==> config.mk <==
export PLATFORM = sky130hd
export DESIGN_NAME = lsag_top
export DESIGN_NICKNAME = d
export VERILOG_FILES = /design/src/rtl/lsag_pkg.sv /design/src/rtl/lsag_shifter.sv /design/src/rtl/lsag_offset_sel.sv /design/src/rtl/lsag_addr_calc.sv /design/src/rtl/lsag_top.sv
export SDC_FILE = /design/constraint.sdc
export NUM_CORES = 1
export LEC_CHECK = 0
export BUFFER_PORTS_ARGS = -buffer_cell sky130_fd_sc_hd__buf_2
export CORE_MARGIN = 10
export CORE_UTILIZATION = 55
export CTS_BUF_LIST = sky130_fd_sc_hd__clkbuf_4 sky130_fd_sc_hd__clkbuf_8
export CTS_CLUSTER_DIAMETER = 120
export DETAILED_ROUTE_END_ITERATION = 10
export HOLD_SLACK_MARGIN = 0.1
export PLACE_DENSITY = 0.78
export SLEW_MARGIN = 20
export SYNTH_ARGS = -nofsm -noshare
export SYNTH_HDL_FRONTEND = slang
export SYNTH_SLANG_ARGS = --single-unit
==> constraint.sdc <==
create_clock -name clk -period 0.9 [get_ports clk]
set_input_delay 0.09 -clock clk [delete_from_list [all_inputs] [get_ports clk]]
set_output_delay 0.09 -clock clk [all_outputs]
set_load 0.05 [all_outputs]
==> src/rtl/lsag_pkg.sv <==
package lsag_pkg;

   localparam int unsigned SHAMT_W = 5;

   typedef enum logic [1:0] {
      SH_LSL = 2'b00,
      SH_LSR = 2'b01,
      SH_ASR = 2'b10,
      SH_ROR = 2'b11
   } shift_kind_e;

   typedef struct packed {
      logic [SHAMT_W-1:0] amt;
      shift_kind_e        kind;
   } shift_ctl_t;

endpackage

==> src/rtl/lsag_shifter.sv <==
module lsag_shifter
   import lsag_pkg::*;
#(
   parameter int unsigned W     = 32,
   parameter int unsigned AMT_W = SHAMT_W
) (
   input  logic [W-1:0]     din,
   input  logic [AMT_W-1:0] amt,
   input  shift_kind_e      kind,
   input  logic             carry_in,
   output logic [W-1:0]     dout
);

   localparam int unsigned DW = 2 * W;

   logic [DW-1:0] doubled;
   logic [DW-1:0] rot_wide;
   logic          amt_zero;

   assign doubled  = {din, din};
   assign rot_wide = doubled >> amt;
   assign amt_zero = (amt == '0);

   always_comb begin
      unique case (kind)
         SH_LSL: dout = din << amt;
         SH_LSR: dout = amt_zero ? '0 : (din >> amt);
         SH_ASR: dout = amt_zero ? {W{din[W-1]}} : W'($signed(din) >>> amt);
         default: dout = amt_zero ? {carry_in, din[W-1:1]} : rot_wide[W-1:0];
      endcase
   end

endmodule

==> src/rtl/lsag_offset_sel.sv <==
module lsag_offset_sel #(
   parameter int unsigned W     = 32,
   parameter int unsigned IMM_W = 12
) (
   input  logic             use_reg,
   input  logic [IMM_W-1:0] imm,
   input  logic [W-1:0]     shifted,
   output logic [W-1:0]     offset
);

   localparam int unsigned PAD_W = W - IMM_W;

   logic [W-1:0] imm_ext;

   assign imm_ext = {{PAD_W{1'b0}}, imm};
   assign offset  = use_reg ? shifted : imm_ext;

endmodule

==> src/rtl/lsag_addr_calc.sv <==
module lsag_addr_calc #(
   parameter int unsigned W            = 32,
   parameter bit          SHARED_ADDER = 1'b1
) (
   input  logic [W-1:0] base,
   input  logic [W-1:0] offset,
   input  logic         up,
   input  logic         pre,
   input  logic         wb,
   input  logic         priv,
   output logic [W-1:0] addr,
   output logic [W-1:0] base_next,
   output logic         wb_en,
   output logic         force_user
);

   logic [W-1:0] adjusted;

   generate
      if (SHARED_ADDER) begin : g_shared
         logic [W-1:0] operand;
         logic [W-1:0] cin_vec;
         assign operand  = offset ^ {W{~up}};
         assign cin_vec  = {{(W-1){1'b0}}, ~up};
         assign adjusted = base + operand + cin_vec;
      end else begin : g_split
         logic [W-1:0] sum;
         logic [W-1:0] diff;
         assign sum      = base + offset;
         assign diff     = base - offset;
         assign adjusted = up ? sum : diff;
      end
   endgenerate

   assign wb_en      = ~pre | wb;
   assign addr       = pre ? adjusted : base;
   assign base_next  = wb_en ? adjusted : base;
   assign force_user = ~pre & wb & priv;

endmodule

==> src/rtl/lsag_top.sv <==
module lsag_top
   import lsag_pkg::*;
#(
   parameter int unsigned DATA_W       = 32,
   parameter int unsigned IMM_W        = 12,
   parameter bit          SHARED_ADDER = 1'b1
) (
   input  logic                          clk,
   input  logic                          rst_n,
   input  logic                          in_valid,
   input  logic [DATA_W-1:0]             base_val,
   input  logic                          use_reg,
   input  logic [IMM_W-1:0]              imm_off,
   input  logic [DATA_W-1:0]             reg_off,
   input  logic [SHAMT_W+1:0]            shift_ctl,
   input  logic                          carry_in,
   input  logic                          up,
   input  logic                          pre,
   input  logic                          wb,
   input  logic                          priv,
   output logic                          out_valid,
   output logic [DATA_W-1:0]             xfer_addr,
   output logic [DATA_W-1:0]             new_base,
   output logic                          wb_en,
   output logic                          force_user
);

   localparam int unsigned FULL_SHIFT = 1 << SHAMT_W;

   generate
      if (FULL_SHIFT != DATA_W) begin : g_bad_width
         $error("lsag_top: DATA_W must equal 2**SHAMT_W");
      end
      if (IMM_W == 0 || IMM_W >= DATA_W) begin : g_bad_imm
         $error("lsag_top: IMM_W must lie between 1 and DATA_W-1");
      end
   endgenerate

   shift_ctl_t          sctl;
   logic [DATA_W-1:0]   shifted;
   logic [DATA_W-1:0]   offset;
   logic [DATA_W-1:0]   addr_c;
   logic [DATA_W-1:0]   base_c;
   logic                wb_en_c;
   logic                fu_c;

   assign sctl = shift_ctl_t'(shift_ctl);

   lsag_shifter #(
      .W     (DATA_W),
      .AMT_W (SHAMT_W)
   ) u_shift (
      .din      (reg_off),
      .amt      (sctl.amt),
      .kind     (sctl.kind),
      .carry_in (carry_in),
      .dout     (shifted)
   );

   lsag_offset_sel #(
      .W     (DATA_W),
      .IMM_W (IMM_W)
   ) u_osel (
      .use_reg (use_reg),
      .imm     (imm_off),
      .shifted (shifted),
      .offset  (offset)
   );

   lsag_addr_calc #(
      .W            (DATA_W),
      .SHARED_ADDER (SHARED_ADDER)
   ) u_calc (
      .base       (base_val),
      .offset     (offset),
      .up         (up),
      .pre        (pre),
      .wb         (wb),
      .priv       (priv),
      .addr       (addr_c),
      .base_next  (base_c),
      .wb_en      (wb_en_c),
      .force_user (fu_c)
   );

   always_ff @(posedge clk or negedge rst_n) begin
      if (!rst_n) begin
         out_valid  <= 1'b0;
         xfer_addr  <= '0;
         new_base   <= '0;
         wb_en      <= 1'b0;
         force_user <= 1'b0;
      end else begin
         out_valid <= in_valid;
         if (in_valid) begin
            xfer_addr  <= addr_c;
            new_base   <= base_c;
            wb_en      <= wb_en_c;
            force_user <= fu_c;
         end
      end
   end

endmodule

==> results.sh, run 1 <==
export IMPL_clock_sinks=67
export IMPL_synth_warnings=0
export IMPL_synth_cells=1429
export IMPL_stop_stage="global routing (5_1_grt)"
export IMPL_num_rows=50
export IMPL_cts_root_buffer="clkbuf_8"
export IMPL_place_congestion=1.21
export IMPL_fp_dieH_um=158
export IMPL_ys_seq_area_frac=0.160
export IMPL_synth_seq_cells=67
export IMPL_grt_pass1_vias=19734
export IMPL_clockBufferDepth=2
export IMPL_tritoncts_num_buffers=9
export IMPL_placed_area_mm2=0.0153
export IMPL_synth_ff_type="dfrtp_1"
export IMPL_grt_max_degree=41
export IMPL_grt_pass1_wl_mm=128
export IMPL_grtUsageTotal=0.683
export IMPL_cts_max_level=3
export IMPL_ios=159
export IMPL_place_inst=2211
export IMPL_ys_types=77
export IMPL_dp_hpwl_mm=45.0
export IMPL_initial_core_util=0.559
export IMPL_post_place_ws_ns=-4.25
export IMPL_async_flop_share=1.00
export IMPL_error_line="[ERROR GRT-0116] Global routing finished with congestion. Check the congestion regions in the DRC Viewer."
export IMPL_synth_area_mm2=0.0105
export IMPL_synthesis_nets=1554
export IMPL_status="stopped before the end"
export IMPL_synth_edf_count=0
export IMPL_io_buffers=158
export IMPL_die_width_um=158
export IMPL_avgSynthCellArea_um2=7.31
export IMPL_gr_total_overflow=23
[stage by stage]
stage	hold slack (ns)	TNS, ns	utilization
after floorplan	-0.206	-182.61	-
after global placement	-0.0343	-230.01	0.817
after detailed placement	-0.0236	-238.23	0.817
after CTS	0.0871	-195.99	0.922
[cell usage after synthesis, types with 5 or more instances]
cell type / count / area share
or3_1: 9 / 0.0054
nand2_1: 134 / 0.048
a31oi_1: 45 / 0.027
o31ai_1: 8 / 0.0057
and2_1: 9 / 0.0054
o21a_1: 10 / 0.0072
o22ai_1: 12 / 0.0072
a21o_1: 16 / 0.011
o311ai_0: 8 / 0.0067
o221ai_1: 17 / 0.014
o21bai_1: 9 / 0.0065
nor2_1: 237 / 0.085
o211ai_1: 20 / 0.014
a211oi_1: 22 / 0.016
mux4_2: 47 / 0.10
nand2b_1: 11 / 0.0066
mux2i_1: 80 / 0.077
xnor2_1: 52 / 0.044
buf_2: 5 / 0.0024
dfrtp_1: 67 / 0.16
a21oi_1: 154 / 0.074
inv_1: 32 / 0.011
nand3_1: 23 / 0.011
buf_1: 20 / 0.0072
and3_1: 7 / 0.0042
ha_1: 32 / 0.038
mux2_2: 18 / 0.019
xor2_1: 9 / 0.0075
clkbuf_1: 89 / 0.032
nor2b_1: 12 / 0.0072
nor3_1: 26 / 0.012
o21ai_0: 106 / 0.051
buf_4: 6 / 0.0043
[cells by family after synthesis]
family,after synthesis,share of synthesized area
and+or+nand+nor,489,0.200
AOI/OAI and AO/OA,477,0.285
xor gates and xnor gates,61,0.0511
adders and majority gates,33,0.0402
buffers and inverters,155,0.0606
muxes,147,0.202
DFF,67,0.160
[repair_timing]
action                                 CTS
endpoints found under the hold margin   83
buffers inserted                        68
pin swaps                              114
setup endpoints to repair              131
hold buffers                            14
gates resized for setup                302
[per-layer routing]
metal | GRT overflow | global-route usage
met4 | 14 | 0.658
met3 | 3 | 0.589
met2 | 5 | 0.833
met5 | 0 | 0.356
met1 | 1 | 0.651
==> run 2, diff against run 1 <==
- CORE_UTILIZATION: 55 -> 40
- CTS_BUF_LIST: sky130_fd_sc_hd__clkbuf_4 sky130_fd_sc_hd__clkbuf_8 -> not set
- CTS_CLUSTER_DIAMETER: 120 -> not set
- HOLD_SLACK_MARGIN: 0.1 -> not set
- PLACE_DENSITY: 0.78 -> not set
- PLACE_DENSITY_LB_ADDON: not set -> 0.15
==> run 2 against run 1 <==
Net effect:
- the flow now finishes, with violations (negative setup slack)
- synthesized cell count unchanged
- synthesized area did not move
==> results.sh, run 2 <==
export IMPL_startpoint_type="input port"
export IMPL_whs_ns=0.0113
export IMPL_vdd_drop_max_mv=1.70
export IMPL_synth_seq_cells=67
export IMPL_r2r_setup_slack_ns=-0.20
export IMPL_ys_seq_area_frac=0.160
export IMPL_power_density_mw_per_mm2=1560
export IMPL_slew_headroom=0.629
export IMPL_power_switching_share=0.462
export IMPL_slowest_delay_ns=0.58
export IMPL_ys_types=77
export IMPL_worst_slew_pin_slew_ns=0.552
export IMPL_antenna_found_initial=0
export IMPL_place_congestion=1.05
export IMPL_fp_dieH_um=182
export IMPL_leakage_nw=8.47
export IMPL_violations="negative setup slack"
export IMPL_die_area_mm2=0.0330
export IMPL_clk_latency_ns=0.35
export IMPL_max_freq_mhz=221
export IMPL_dp_hpwl_mm=46.1
export IMPL_wl_per_cell_um=24.5
export IMPL_p_comb_frac=0.712
export IMPL_via_per_inst=6.07
export IMPL_synth_top_cell_by_area="dfrtp_1"
export IMPL_worst_path_max_fanout=5
export IMPL_synth_area_mm2=0.0105
export IMPL_tritoncts_num_buffers=9
export IMPL_synth_most_common_cell="nor2_1"
export IMPL_hold_viol_final=0
export IMPL_setup_viol=131
export IMPL_drc_errors=0
export IMPL_cts_root_buffer="clkbuf_16"
export IMPL_status="finished with violations"
export IMPL_min_period_over_period=5.03
export IMPL_grt_max_degree=35
export IMPL_synth_top_cell_area_share=0.160
export IMPL_clockBufferDepth=2
export IMPL_drtPass1Iterations=6
export IMPL_ios=159
export IMPL_pwr_share_seq=0.147
export IMPL_critPathKind="in -> reg"
export IMPL_die_width_um=182
export IMPL_yosys_area_share_adder=0.0402
export IMPL_cts_max_level=3
export IMPL_clock_sinks=67
export IMPL_num_rows=59
export IMPL_synth_cells=1429
export IMPL_pwr_share_clk=0.141
export IMPL_initial_core_util=0.403
export IMPL_gr_total_overflow=0
export IMPL_grt_pass1_vias=14471
export IMPL_synthesis_nets=1554
export IMPL_nets=2246
export IMPL_largest_registers="new_base: 32 flops, xfer_addr: 32 flops"
export IMPL_grtUsageTotal=0.339
export IMPL_drt_initial_drc_count=1683
export IMPL_synth_edf_count=0
export IMPL_async_flop_share=1.00
export IMPL_synth_area_leaders="dfrtp_1 16%, mux4_2 10%, nor2_1 8.5%"
export IMPL_path_cells="buf_16 > mux4_2 > mux2i_1 > buf_4 > nor2_4 > nor3_4 > nor3_2 > a21oi_2 > nor2_2 > a2111oi_4 > buf_4 > a21oi_4 > xnor2_4 > ha_4 > a21oi_4 > o211ai_1 > a311oi_2 > o211a_1 > o41a_1 > nor2_2 > a311oi_2 > xnor2_1 > nand2_1 > a31oi_1"
export IMPL_cts_tree="yes"
export IMPL_synth_xor_area_share=0.0511
export IMPL_min_path_type="in -> reg"
export IMPL_layout_common_cells="579 x buf_4, 206 x nor2_1, 122 x nand2_1"
export IMPL_post_place_ws_ns=-4.60
export IMPL_period_minus_slack_ns=4.53
export IMPL_grt_pass1_wl_mm=87.9
export IMPL_mostFrequentLayoutCell="buf_4"
export IMPL_arrival_ns=4.79
export IMPL_synth_compound_area_frac=0.285
export IMPL_endpoint_kind="flop"
export IMPL_worst_slack_ns=-3.63
export IMPL_fin_worst_skew_ns=0
export IMPL_synth_common_cells="237 x nor2_1, 154 x a21oi_1, 134 x nand2_1"
export IMPL_vias=14923
export IMPL_synth_warnings=0
export IMPL_num_antenna_cells=0
export IMPL_slew_violations=0
export IMPL_wl_mm=60.2
export IMPL_ant_nets=0
export IMPL_cpMaxStageDelayCell="mux4_2"
export IMPL_rsz0062_at_grt="yes"
export IMPL_core_area_mm2=0.0259
export IMPL_intPower_w=0.0157
export IMPL_avgSynthCellArea_um2=7.31
export IMPL_io_buffers=158
export IMPL_power_switching_w=0.0135
export IMPL_synthMuxAreaShare=0.202
export IMPL_synthToLayoutAreaGrowth_pct=78.7
export IMPL_synth_ff_type="dfrtp_1"
export IMPL_path_clk_slew_ns=0.07
export IMPL_layout_drive_gt1_share=0.519
export IMPL_synthSimpleGateAreaFrac=0.200
export IMPL_synth_top_family_by_area="compound AO/OA/AOI/OAI gates"
export IMPL_cp_required_ns=1.17
export IMPL_cap_violations=0
-- run 2: cell counts after synthesis --
Identical to the previous run, type by type.
-- run 2: critical path: cells and delay by family --
family          cells  cell delay, ns
simple gates        6            0.63
fa+ha+maj           1            0.30
buf+inv             3            0.50
compound gates     10            2.09
xor+xnor            2            0.38
mux                 2            0.77
-- run 2: stage by stage --
step           cells  total power (W)  utilization  TNS, ns  cell area [um2]
2_1_floorplan   1429           0.0129            -  -182.61            10600
3_3_place_gp    2348           0.0199        0.604  -248.06            15600
3_5_place_dp    2348           0.0200        0.604  -253.41            15600
4_1_cts         2427           0.0273        0.687  -195.28            17800
5_1_grt         2460           0.0303        0.721  -213.59            18700
6_report        2460           0.0292        0.721  -202.26            18700
-- run 2: final timing paths --
| check | from | end | cells after the start |
|---|---|---|---|
| setup / recovery | shift_ctl[2] | new_base[30]$_DFFE_PN0P_ | 24 |
| hold / removal | priv | force_user$_DFFE_PN0P_ | 3 |
| setup reg to reg | xfer_addr[5]$_DFFE_PN0P_ | xfer_addr[5]$_DFFE_PN0P_ | 3 |
| hold reg to reg | xfer_addr[24]$_DFFE_PN0P_ | xfer_addr[24]$_DFFE_PN0P_ | 1 |
| max in group asynchronous | rst_n | out_valid$_DFF_PN0_ | 3 |
| min in group asynchronous | rst_n | xfer_addr[8]$_DFFE_PN0P_ | 2 |
-- run 2: logic make-up after synthesis --
kind of cell / after synthesis
compound gates: 477
xor+xnor: 61
fa+ha+maj: 33
buf+inv: 155
flops: 67
mux: 147
simple gates: 489
-- run 2: power by group through the flow --
stage               Sequential (W)  Clock, W  Combinational [W]
finish                     0.00430   0.00411             0.0208
global route               0.00436   0.00420             0.0217
CTS                        0.00426   0.00409             0.0189
detailed placement         0.00416         0             0.0159
global placement           0.00414         0             0.0158
floorplan                  0.00666         0            0.00626
-- run 2: area by class of cell --
class / count / area (um2)
fillers: 1947 / 7240
inverters: 32 / 124
multi-input cells: 1207 / 9480
flip-flops and latches: 67 / 1680
clock buffers: 9 / 225
clock inverters: 6 / 90.1
repair buffers: 804 / 6660
well taps: 335 / 419
-- run 2: repair_timing --
action                                  in CTS  in global routing
endpoints found under the setup margin     131                131
gates resized for setup                    330                131
cloned                                       3                  1
hold buffers                                 1                  0
buffers inserted                            70                 37
pin swaps                                  120                 97
hold endpoints to repair                    67                  0
-- run 2: per-layer routing --
metal	vias to the layer above	global-route usage	routed length (um)
met1	7173	0.431	23700
met5	-	0	0
li1	6663	-	-
met3	172	0.0553	5400
met4	0	0.154	3010
met2	915	0.552	28100
No activity file was read; power rests on OpenSTA's default activity.
